$ cat src/rtl/spc_pkg.sv
package spc_pkg;

    // Branch kind held per slot
    typedef enum logic [1:0] {
        BRK_COND = 2'b00,
        BRK_JUMP = 2'b01,
        BRK_RET  = 2'b10,
        BRK_RSVD = 2'b11
    } brk_e;

    typedef struct packed {
        logic vld;
        brk_e kind;
    } slot_t;

    localparam int NUM_SLOTS = 3;
    localparam int NUM_TGTS  = 6;

    // Target positions inside a line
    localparam int TGT_T  = 0;
    localparam int TGT_N  = 1;
    localparam int TGT_TT = 2;
    localparam int TGT_TN = 3;
    localparam int TGT_NT = 4;
    localparam int TGT_NN = 5;

    typedef enum logic {
        ST_SWEEP = 1'b0,
        ST_SERVE = 1'b1
    } ctl_e;

endpackage

$ cat src/rtl/spc_store.sv
module spc_store
    import spc_pkg::*;
#(
    parameter int ADDR_W = 30,
    parameter int TAG_W  = 23,
    parameter int IDX_W  = 4
) (
    input  logic                                clk,
    input  logic                                clr_en,
    input  logic [IDX_W-1:0]                    clr_idx,
    input  logic                                wr_en,
    input  logic [IDX_W-1:0]                    wr_idx,
    input  logic [TAG_W-1:0]                    wr_tag,
    input  slot_t [NUM_SLOTS-1:0]               wr_slots,
    input  logic [NUM_TGTS-1:0][ADDR_W-1:0]     wr_tgts,
    input  logic [IDX_W-1:0]                    rd_idx,
    output logic                                rd_vld,
    output logic [TAG_W-1:0]                    rd_tag,
    output slot_t [NUM_SLOTS-1:0]               rd_slots,
    output logic [NUM_TGTS-1:0][ADDR_W-1:0]     rd_tgts
);

    localparam int DEPTH = 1 << IDX_W;

    logic [DEPTH-1:0]                   vld_q;
    logic [TAG_W-1:0]                   tag_q  [DEPTH];
    slot_t [NUM_SLOTS-1:0]              slot_q [DEPTH];
    logic [NUM_TGTS-1:0][ADDR_W-1:0]    tgt_q  [DEPTH];

    // Line valid flags: clearing outranks filling
    always_ff @(posedge clk) begin
        if (clr_en) begin
            vld_q[clr_idx] <= 1'b0;
        end else if (wr_en) begin
            vld_q[wr_idx] <= 1'b1;
        end
    end

    // Payload
    always_ff @(posedge clk) begin
        if (wr_en && !clr_en) begin
            tag_q[wr_idx]  <= wr_tag;
            slot_q[wr_idx] <= wr_slots;
            tgt_q[wr_idx]  <= wr_tgts;
        end
    end

    always_comb begin
        rd_vld   = vld_q[rd_idx];
        rd_tag   = tag_q[rd_idx];
        rd_slots = slot_q[rd_idx];
        rd_tgts  = tgt_q[rd_idx];
    end

endmodule

$ cat src/rtl/spc_dir_pick.sv
module spc_dir_pick
    import spc_pkg::*;
(
    input  logic  hit,
    input  slot_t slot,
    input  logic  pred,
    output logic  follow,
    output logic  taken
);

    logic forced;

    always_comb begin
        follow = hit && slot.vld;
        unique case (slot.kind)
            BRK_JUMP, BRK_RET:  forced = 1'b1;
            BRK_COND, BRK_RSVD: forced = 1'b0;
            default:            forced = 1'b0;
        endcase
        taken = follow && (forced || pred);
    end

endmodule

$ cat src/rtl/succ_path_cache.sv
module succ_path_cache
    import spc_pkg::*;
#(
    parameter int ADDR_W   = 30,
    parameter int TAG_W    = 23,
    parameter int IDX_W    = 4,
    parameter int SEQ_STEP = 4,
    localparam int OFS_W   = ADDR_W - TAG_W - IDX_W,
    localparam int LINE_W  = ADDR_W - OFS_W
) (
    input  logic              clk,
    input  logic              rst_n,
    input  logic [ADDR_W-1:0] lk_addr,
    input  logic              lk_pred1,
    input  logic              lk_pred2,
    output logic              lk_hit,
    output logic [ADDR_W-1:0] lk_next1,
    output logic [ADDR_W-1:0] lk_next2,
    input  logic              wr_en,
    input  logic [LINE_W-1:0] wr_line,
    input  logic [2:0]        wr_slot_vld,
    input  logic [5:0]        wr_slot_kind,
    input  logic [ADDR_W-1:0] wr_tgt_t,
    input  logic [ADDR_W-1:0] wr_tgt_n,
    input  logic [ADDR_W-1:0] wr_tgt_tt,
    input  logic [ADDR_W-1:0] wr_tgt_tn,
    input  logic [ADDR_W-1:0] wr_tgt_nt,
    input  logic [ADDR_W-1:0] wr_tgt_nn
);

    localparam int               DEPTH    = 1 << IDX_W;
    localparam logic [IDX_W-1:0] LAST_IDX = IDX_W'(DEPTH - 1);
    localparam logic [ADDR_W-1:0] STEP_A  = ADDR_W'(SEQ_STEP);

    // ---------------- controller ----------------
    ctl_e             st_q, st_d;
    logic [IDX_W-1:0] sweep_ptr_q;
    logic             sweeping, serving, wr_fire;

    always_ff @(posedge clk) begin
        if (!rst_n) begin
            st_q        <= ST_SWEEP;
            sweep_ptr_q <= '0;
        end else begin
            st_q <= st_d;
            if (sweeping) sweep_ptr_q <= sweep_ptr_q + 1'b1;
        end
    end

    always_comb begin
        st_d     = st_q;
        sweeping = 1'b0;
        serving  = 1'b0;
        unique case (st_q)
            ST_SWEEP: begin
                sweeping = 1'b1;
                if (sweep_ptr_q == LAST_IDX) st_d = ST_SERVE;  // SWEEP_DONE
            end
            ST_SERVE: begin
                serving = 1'b1;
            end
            default: st_d = ST_SWEEP;
        endcase
        wr_fire = serving && wr_en;
    end

    // ---------------- write packing ----------------
    slot_t [NUM_SLOTS-1:0]           wr_slots;
    logic [NUM_TGTS-1:0][ADDR_W-1:0] wr_tgts;

    for (genvar k = 0; k < NUM_SLOTS; k++) begin : g_slot
        assign wr_slots[k].vld  = wr_slot_vld[k];
        assign wr_slots[k].kind = brk_e'(wr_slot_kind[2*k +: 2]);
    end

    always_comb begin
        wr_tgts[TGT_T]  = wr_tgt_t;
        wr_tgts[TGT_N]  = wr_tgt_n;
        wr_tgts[TGT_TT] = wr_tgt_tt;
        wr_tgts[TGT_TN] = wr_tgt_tn;
        wr_tgts[TGT_NT] = wr_tgt_nt;
        wr_tgts[TGT_NN] = wr_tgt_nn;
    end

    // ---------------- storage ----------------
    logic [IDX_W-1:0]                lk_idx;
    logic [TAG_W-1:0]                lk_tag;
    logic                            rd_vld;
    logic [TAG_W-1:0]                rd_tag;
    slot_t [NUM_SLOTS-1:0]           rd_slots;
    logic [NUM_TGTS-1:0][ADDR_W-1:0] rd_tgts;

    assign lk_idx = lk_addr[OFS_W +: IDX_W];
    assign lk_tag = lk_addr[ADDR_W-1 -: TAG_W];

    spc_store #(
        .ADDR_W (ADDR_W),
        .TAG_W  (TAG_W),
        .IDX_W  (IDX_W)
    ) store_i (
        .clk      (clk),
        .clr_en   (sweeping),
        .clr_idx  (sweep_ptr_q),
        .wr_en    (wr_fire),
        .wr_idx   (wr_line[IDX_W-1:0]),
        .wr_tag   (wr_line[LINE_W-1 -: TAG_W]),
        .wr_slots (wr_slots),
        .wr_tgts  (wr_tgts),
        .rd_idx   (lk_idx),
        .rd_vld   (rd_vld),
        .rd_tag   (rd_tag),
        .rd_slots (rd_slots),
        .rd_tgts  (rd_tgts)
    );

    // ---------------- two-level selection ----------------
    logic  hit;
    logic  follow1, take1, follow2, take2;
    slot_t slot_b;
    logic [ADDR_W-1:0] seq1, seq2, pick1, pick2;

    assign hit = serving && rd_vld && (rd_tag == lk_tag);

    spc_dir_pick lvl1_i (
        .hit    (hit),
        .slot   (rd_slots[0]),
        .pred   (lk_pred1),
        .follow (follow1),
        .taken  (take1)
    );

    assign slot_b = take1 ? rd_slots[1] : rd_slots[2];

    spc_dir_pick lvl2_i (
        .hit    (hit),
        .slot   (slot_b),
        .pred   (lk_pred2),
        .follow (follow2),
        .taken  (take2)
    );

    always_comb begin
        seq1  = lk_addr + STEP_A;
        pick1 = take1 ? rd_tgts[TGT_T] : rd_tgts[TGT_N];
        lk_next1 = follow1 ? pick1 : seq1;
        seq2  = lk_next1 + STEP_A;
        unique case ({take1, take2})
            2'b11:   pick2 = rd_tgts[TGT_TT];
            2'b10:   pick2 = rd_tgts[TGT_TN];
            2'b01:   pick2 = rd_tgts[TGT_NT];
            default: pick2 = rd_tgts[TGT_NN];
        endcase
        lk_next2 = follow2 ? pick2 : seq2;
        lk_hit   = hit;
    end

    // ---------------- assertions ----------------

    sweep_no_hit_chk: assert property (@(posedge clk) disable iff (!rst_n)
        (st_q == ST_SWEEP) |-> !lk_hit);


    sweep_hold_chk: assert property (@(posedge clk) disable iff (!rst_n)
        (st_q == ST_SWEEP && sweep_ptr_q != LAST_IDX) |=> (st_q == ST_SWEEP));


    miss_seq_chk: assert property (@(posedge clk) disable iff (!rst_n)
        !lk_hit |-> (lk_next1 == lk_addr + STEP_A) &&
                    (lk_next2 == lk_addr + STEP_A + STEP_A));


    forced_first_chk: assert property (@(posedge clk) disable iff (!rst_n)
        (lk_hit && rd_slots[0].vld &&
         (rd_slots[0].kind == BRK_JUMP || rd_slots[0].kind == BRK_RET))
        |-> (lk_next1 == rd_tgts[TGT_T]));


    second_seq_chk: assert property (@(posedge clk) disable iff (!rst_n)
        (lk_hit && !rd_slots[0].vld && !rd_slots[2].vld)
        |-> (lk_next2 == lk_addr + STEP_A + STEP_A));


    fill_visible_chk: assert property (@(posedge clk) disable iff (!rst_n)
        wr_fire |=> (lk_addr[ADDR_W-1:OFS_W] != $past(wr_line)) || lk_hit);

endmodule

$ cat config.mk
export PLATFORM = sky130hd
export DESIGN_NAME = succ_path_cache
export DESIGN_NICKNAME = d
export VERILOG_FILES = /design/src/rtl/spc_pkg.sv /design/src/rtl/spc_store.sv /design/src/rtl/spc_dir_pick.sv /design/src/rtl/succ_path_cache.sv
export SDC_FILE = /design/constraint.sdc
export NUM_CORES = 2
export LEC_CHECK = 0
export BUFFER_PORTS_ARGS = -buffer_cell sky130_fd_sc_hd__buf_2
export CAP_MARGIN = 15
export CORE_ASPECT_RATIO = 1.5
export CORE_UTILIZATION = 25
export CTS_CLUSTER_DIAMETER = 30
export DETAILED_ROUTE_END_ITERATION = 10
export GPL_TIMING_DRIVEN = 0
export PLACE_DENSITY_LB_ADDON = 0.08
export SYNTH_ARGS = -nofsm -noshare
export SYNTH_HDL_FRONTEND = slang
export SYNTH_HIERARCHICAL = 1
export SYNTH_SLANG_ARGS = --single-unit
$ cat constraint.sdc
create_clock -name clk -period 14.5 [get_ports clk]
set_input_delay 2.9 -clock clk [delete_from_list [all_inputs] [get_ports clk]]
set_output_delay 2.9 -clock clk [all_outputs]
set_load 0.005 [all_outputs]
* Word-level counts from Yosys, hierarchy flattened
Memories as Yosys holds them, arrays and structs flattened. Cells that the tools add are included.
Storage, ports and cells: RAM bits 3392, memories 3, register bits after elaboration 21, output and inout bits 61
Cells by class: reduce and logical (&&, ||, !) cells 18, eq/ne operators 12, order comparisons 5, bitwise logic cells 3, $add $sub $neg 3, muxes and demuxes 20
Memories:
- store_i.tgt_q | depth 16, bits a word 180, rd ports 1, clocked after memory_dff 0, wr ports 1, line spc_store.sv:28 | logic [NUM_TGTS-1:0][ADDR_W-1:0] tgt_q [DEPTH];
- store_i.tag_q | depth 16, bits a word 23, rd ports 1, clocked after memory_dff 0, wr ports 1, line spc_store.sv:26 | logic [TAG_W-1:0] tag_q [DEPTH];
- store_i.slot_q | depth 16, bits a word 9, rd ports 1, clocked after memory_dff 0, wr ports 1, line spc_store.sv:27 | slot_t [NUM_SLOTS-1:0] slot_q [DEPTH];
Operators by type and width (count):
- $mux W30 | 3
- $pmux W30 S3 | 1
- $add A30 B3 Y30 const B | 2
- $mux W16 | 2
- $eq A23 B23 Y1 | 1
- $and A16 B16 Y16 | 1
- $not A16 Y16 | 1
- $or A16 B16 Y16 | 1
- $lt A4 B5 Y1 const B | 3
- $eq A2 B2 Y1 const B | 6
- $logic_and A1 B1 Y1 | 10
- $demux W1 S4 | 2
- $ge A4 B1 Y1 const B | 2
- $mux W1 | 8
- $reduce_or A2 Y1 | 4
- $eq A2 B1 Y1 const B | 3
- $add A4 B1 Y4 const B | 1
- $bmux W1 S4 | 1
- $eq A4 B4 Y1 const B | 1
- $logic_not A2 Y1 | 2
- $pmux W1 S2 | 2
- $mux W3 | 1
- $logic_or A1 B1 Y1 | 2
- $ne A2 B1 Y1 const B | 1

* Depth between registers and ports, before layout
depth after elaboration 15, depth in mapped cells 26, gate-level depth less buffers 19

* Hierarchy
The synthesis kept the hierarchy.
By module, submodules not included:
- spc_store | area an instance 128457.0 um^2, seq. area each 102338.2 um^2, times used 1, cells an instance 5046
- succ_path_cache | area an instance 3488.3 um^2, seq. area each 100.1 um^2, times used 1, cells an instance 438
- spc_dir_pick | area an instance 22.5 um^2, seq. area each 0.0 um^2, times used 2, cells an instance 3

* Worst setup path after synthesis
OpenSTA, ideal clock, no wires.
kind input port to flip-flop, start input wr_line[3], end memory store_i/slot_q[10][0] in the netlist's numbering, enable pin, library setup time 788 ps, setup slack 1631 ps, stages 3, arrival time 12081 ps, required time 13712 ps, path through nor2b_1 > nand2_1 > nor2_1
RTL lines:
- from (decl) | line succ_path_cache.sv:20 | input logic [LINE_W-1:0] wr_line,
- to (decl) | line spc_store.sv:27
No word-level cell before the write port.

==> impl_results.md <==
* Outcome: finished, final reports clean
* Slowest stage delay, CP at 0.47 ns
* Clock tree root driver cell: clkbuf_16
* Post-Synth XOR/XNOR Area at 0.4114%
* Register cell area after layout at 102400 sq um
* Post-DRT Antenna Nets at 0
* Drt wl/cell at 35.05 um
* CORE AREA at 525400 sq um
* # fillers at 49779
* Setup TNS at 0 ns
* Post-route cell area at 171600 sq um
* Grt ovf at 0
* Crit path max-delay cell type: mux4_2
* Cell taking the most area after synthesis: edfxtp_1
* Chip Width at 595.3 um
* Flop and latch count out of synthesis at 3413
* Die Ht at 891.9 um
* Maxcap violations at 0
* CP Launch Type: primary input
* Top Layer Used: met5
* Drc violations at 0
* PortBufs at 306
* Share of cells above drive strength 1 at 39.58%
* Core Util, Final at 32.66%
* Synth cell types at 60
* Simple-gate share of the synthesized area at 1.108%
* Total CTS buffers at 682
* Vias at 67192
* Post-synth EDFFs at 3408
* Adder-Cell Fraction of Synth Area at 0.02844%
* Reg2Reg Setup Slack at 10.89 ns
* Die ar. at 530900 sq um
* Fin nets at 6987
* FP Rows at 326
* Main synth FF type: edfxtp_1
* Placed instance count at 12935
* Register area share after synthesis at 77.61%
* Fmax at 0.06950 GHz
* CTS clk-pin slew, worst paths at 0.05 ns
* Total GRT Usage at 18.51%
* Crit end category: primary output
* Fin. max-slew vios at 0
* I/O pins at 312
* Final Worst Setup Slack at 0.1122 ns
* DRT Wirelength at 499.3 mm
* 1st-iter DRT viols at 5466
* Clk sink count at 3413
* Largest net degree at the start of global routing at 37
* DP Wirelength at 345.0 mm
* Hold depth at 2
* Wl on met1 at 208.3 mm
* Vias in the first global route at 71468
* Compound-Gate Fraction of Synth Area at 1.424%
* Tightest Pin Transition at 1.318 ns
* Synth async-reset ratio at 0%
* Largest family of logic cells by synthesized area: multiplexers
* Min Tclk post-route at 14.39 ns
* Ranking of synthesized cells by area: edfxtp_1, mux4_2, mux2i_1
* Met2 routed WL at 250.8 mm
* H-tree Lvls at 6
* Reg2Reg Depth at 7
* CTS tree: yes
* Ys Warns at 6
* Area after DPL at 147500 sq um
* Final period util at 99.23%
* Final setup viols at 0
* CP Data Required Time at 11.60 ns
* Initial Util at 25.12%
* Mux cell area share after synthesis at 18.22%
* Min-Delay Path Class: reg -> reg
* Crit Path Max Fanout at 11
* Post-Synthesis Cells at 5490
* Crit Path Class: in -> out
* Area of the mapped netlist at 132000 sq um
* Synthesized net count at 5744
* Arrival @ worst endpoint at 11.49 ns
* Initial antenna violation count at 202
* Clock Skews at 0.04809 ns
* Pwr dens at 164.3 nW/um^2
* Maximum buffer depth of the clock tree at 4
* DR WL met3 at 27.95 mm
* Area grow syn2layout at 30.01%
* GP Congestion at 0.7785
* Clk Latency, worst-skew pair at 1.06 ns
* Synth top area share at 77.53%
* Avg Inst Size Synth at 24.04 sq um
* Peak supply drop at 0.1351 mV
* Post-Place Worst Slack at -4.435 ns
* Slew HR at 12.14%
* Layout Cells excl Fill at 14248
* Post-DR vias/cell at 4.716
* Drt first pass iters at 7
* First-pass GRT wire length at 663.3 mm
* Area of the multi-input gates at 28160 sq um
* Hold Fails Final Rpt at 0
* Pleak at 54.64 nW
## flip-flops by register name, indices dropped and copies added (netlist names)
register / cells
store_i/tgt_q: 2880
store_i/tag_q: 368
store_i/slot_q: 144
store_i/vld_q: 16
sweep_ptr_q: 4
st_q: 1
## critical path, delay by kind of cell
kind,cells,cell delay [ns]
xor+xnor,2,0.37
buf+inv,14,4.26
compound gates,5,1.54
simple gates,5,1.25
mux,2,0.90
## kinds of logic after synthesis
kind of cell | count (synthesis)
AOI/OAI and AO/OA | 291
xor gates and xnor gates | 62
adders and majority gates | 3
buffers and inverters | 309
DFF | 3413
muxes | 1152
and+or+nand+nor | 260
## power by group
group | leakage [nW] | internal, mW | switching [mW]
logic | 12.6 | 0.405 | 0.782
registers | 30.7 | 10.9 | 0.00540
clock network | 11.4 | 10.6 | 5.50
total | 54.6 | 21.9 | 6.29
## placed cells by master, fill, tap and decap left out, drive strengths merged, types with 49 or more instances in the layout
master,n
diode,49
buf,747
nor2b,57
clkbuf,874
edfxtp,3408
bufinv,107
mux4,999
mux2i,139
clkinvlp,71
clkinv,277
inv,52
nand2,63
a21oi,100
## per-stage QoR
step	hold WS (ns)	total power, mW
after floorplan	0.5212	11.60
after global placement	0.5884	12.26
after detailed placement	0.5941	12.29
after CTS	0.6038	28.57
after global routing	0.6401	29.00
final	0.6049	28.19
## worst paths after layout
kind	from	endpoint
setup / recovery	lk_addr[5]	lk_next2[12]
hold / removal	store_i/vld_q[13]	store_i/vld_q[13]
setup reg to reg	st_q	store_i/tgt_q[15][105]
hold reg to reg	store_i/vld_q[13]	store_i/vld_q[13]
## per-layer routing
metal,track usage [%],vias to the layer above
met5,0,-
met4,4.467,90
met3,3.825,825
met2,31.83,2163
met1,23.78,37420
li1,-,26694
## synthesized netlist by cell type (18+ instances only)
library cell	instances
buf_1	27
xnor2_1	31
o32ai_1	21
xor2_1	31
nor2_1	30
buf_4	54
o22ai_1	30
nand2_1	63
a211oi_1	48
nor2b_1	57
o21ai_0	21
mux4_2	999
edfxtp_1	3408
buf_2	97
a21oi_1	100
nand3_1	18
clkbuf_1	106
mux2i_1	139
## what timing repair did
item,4_1_cts,5_1_grt
gates cloned,0,0
pin swaps,1,0
hold buffers,0,0
resized for setup,80,4
setup endpoints to repair,60,2
buffers inserted,1,0
## final cells by class
class | instances | area share, %
diodes | 49 | 0.07145
well taps | 6888 | 5.022
multi-input cells | 1768 | 16.41
repair buffers | 559 | 3.950
plain buffers | 297 | 0.9930
clock buffers | 767 | 10.18
clock inverters | 495 | 3.655
flip-flops and latches | 3413 | 59.69
inverters | 12 | 0.02625
(Power assumes the default switching activity.)
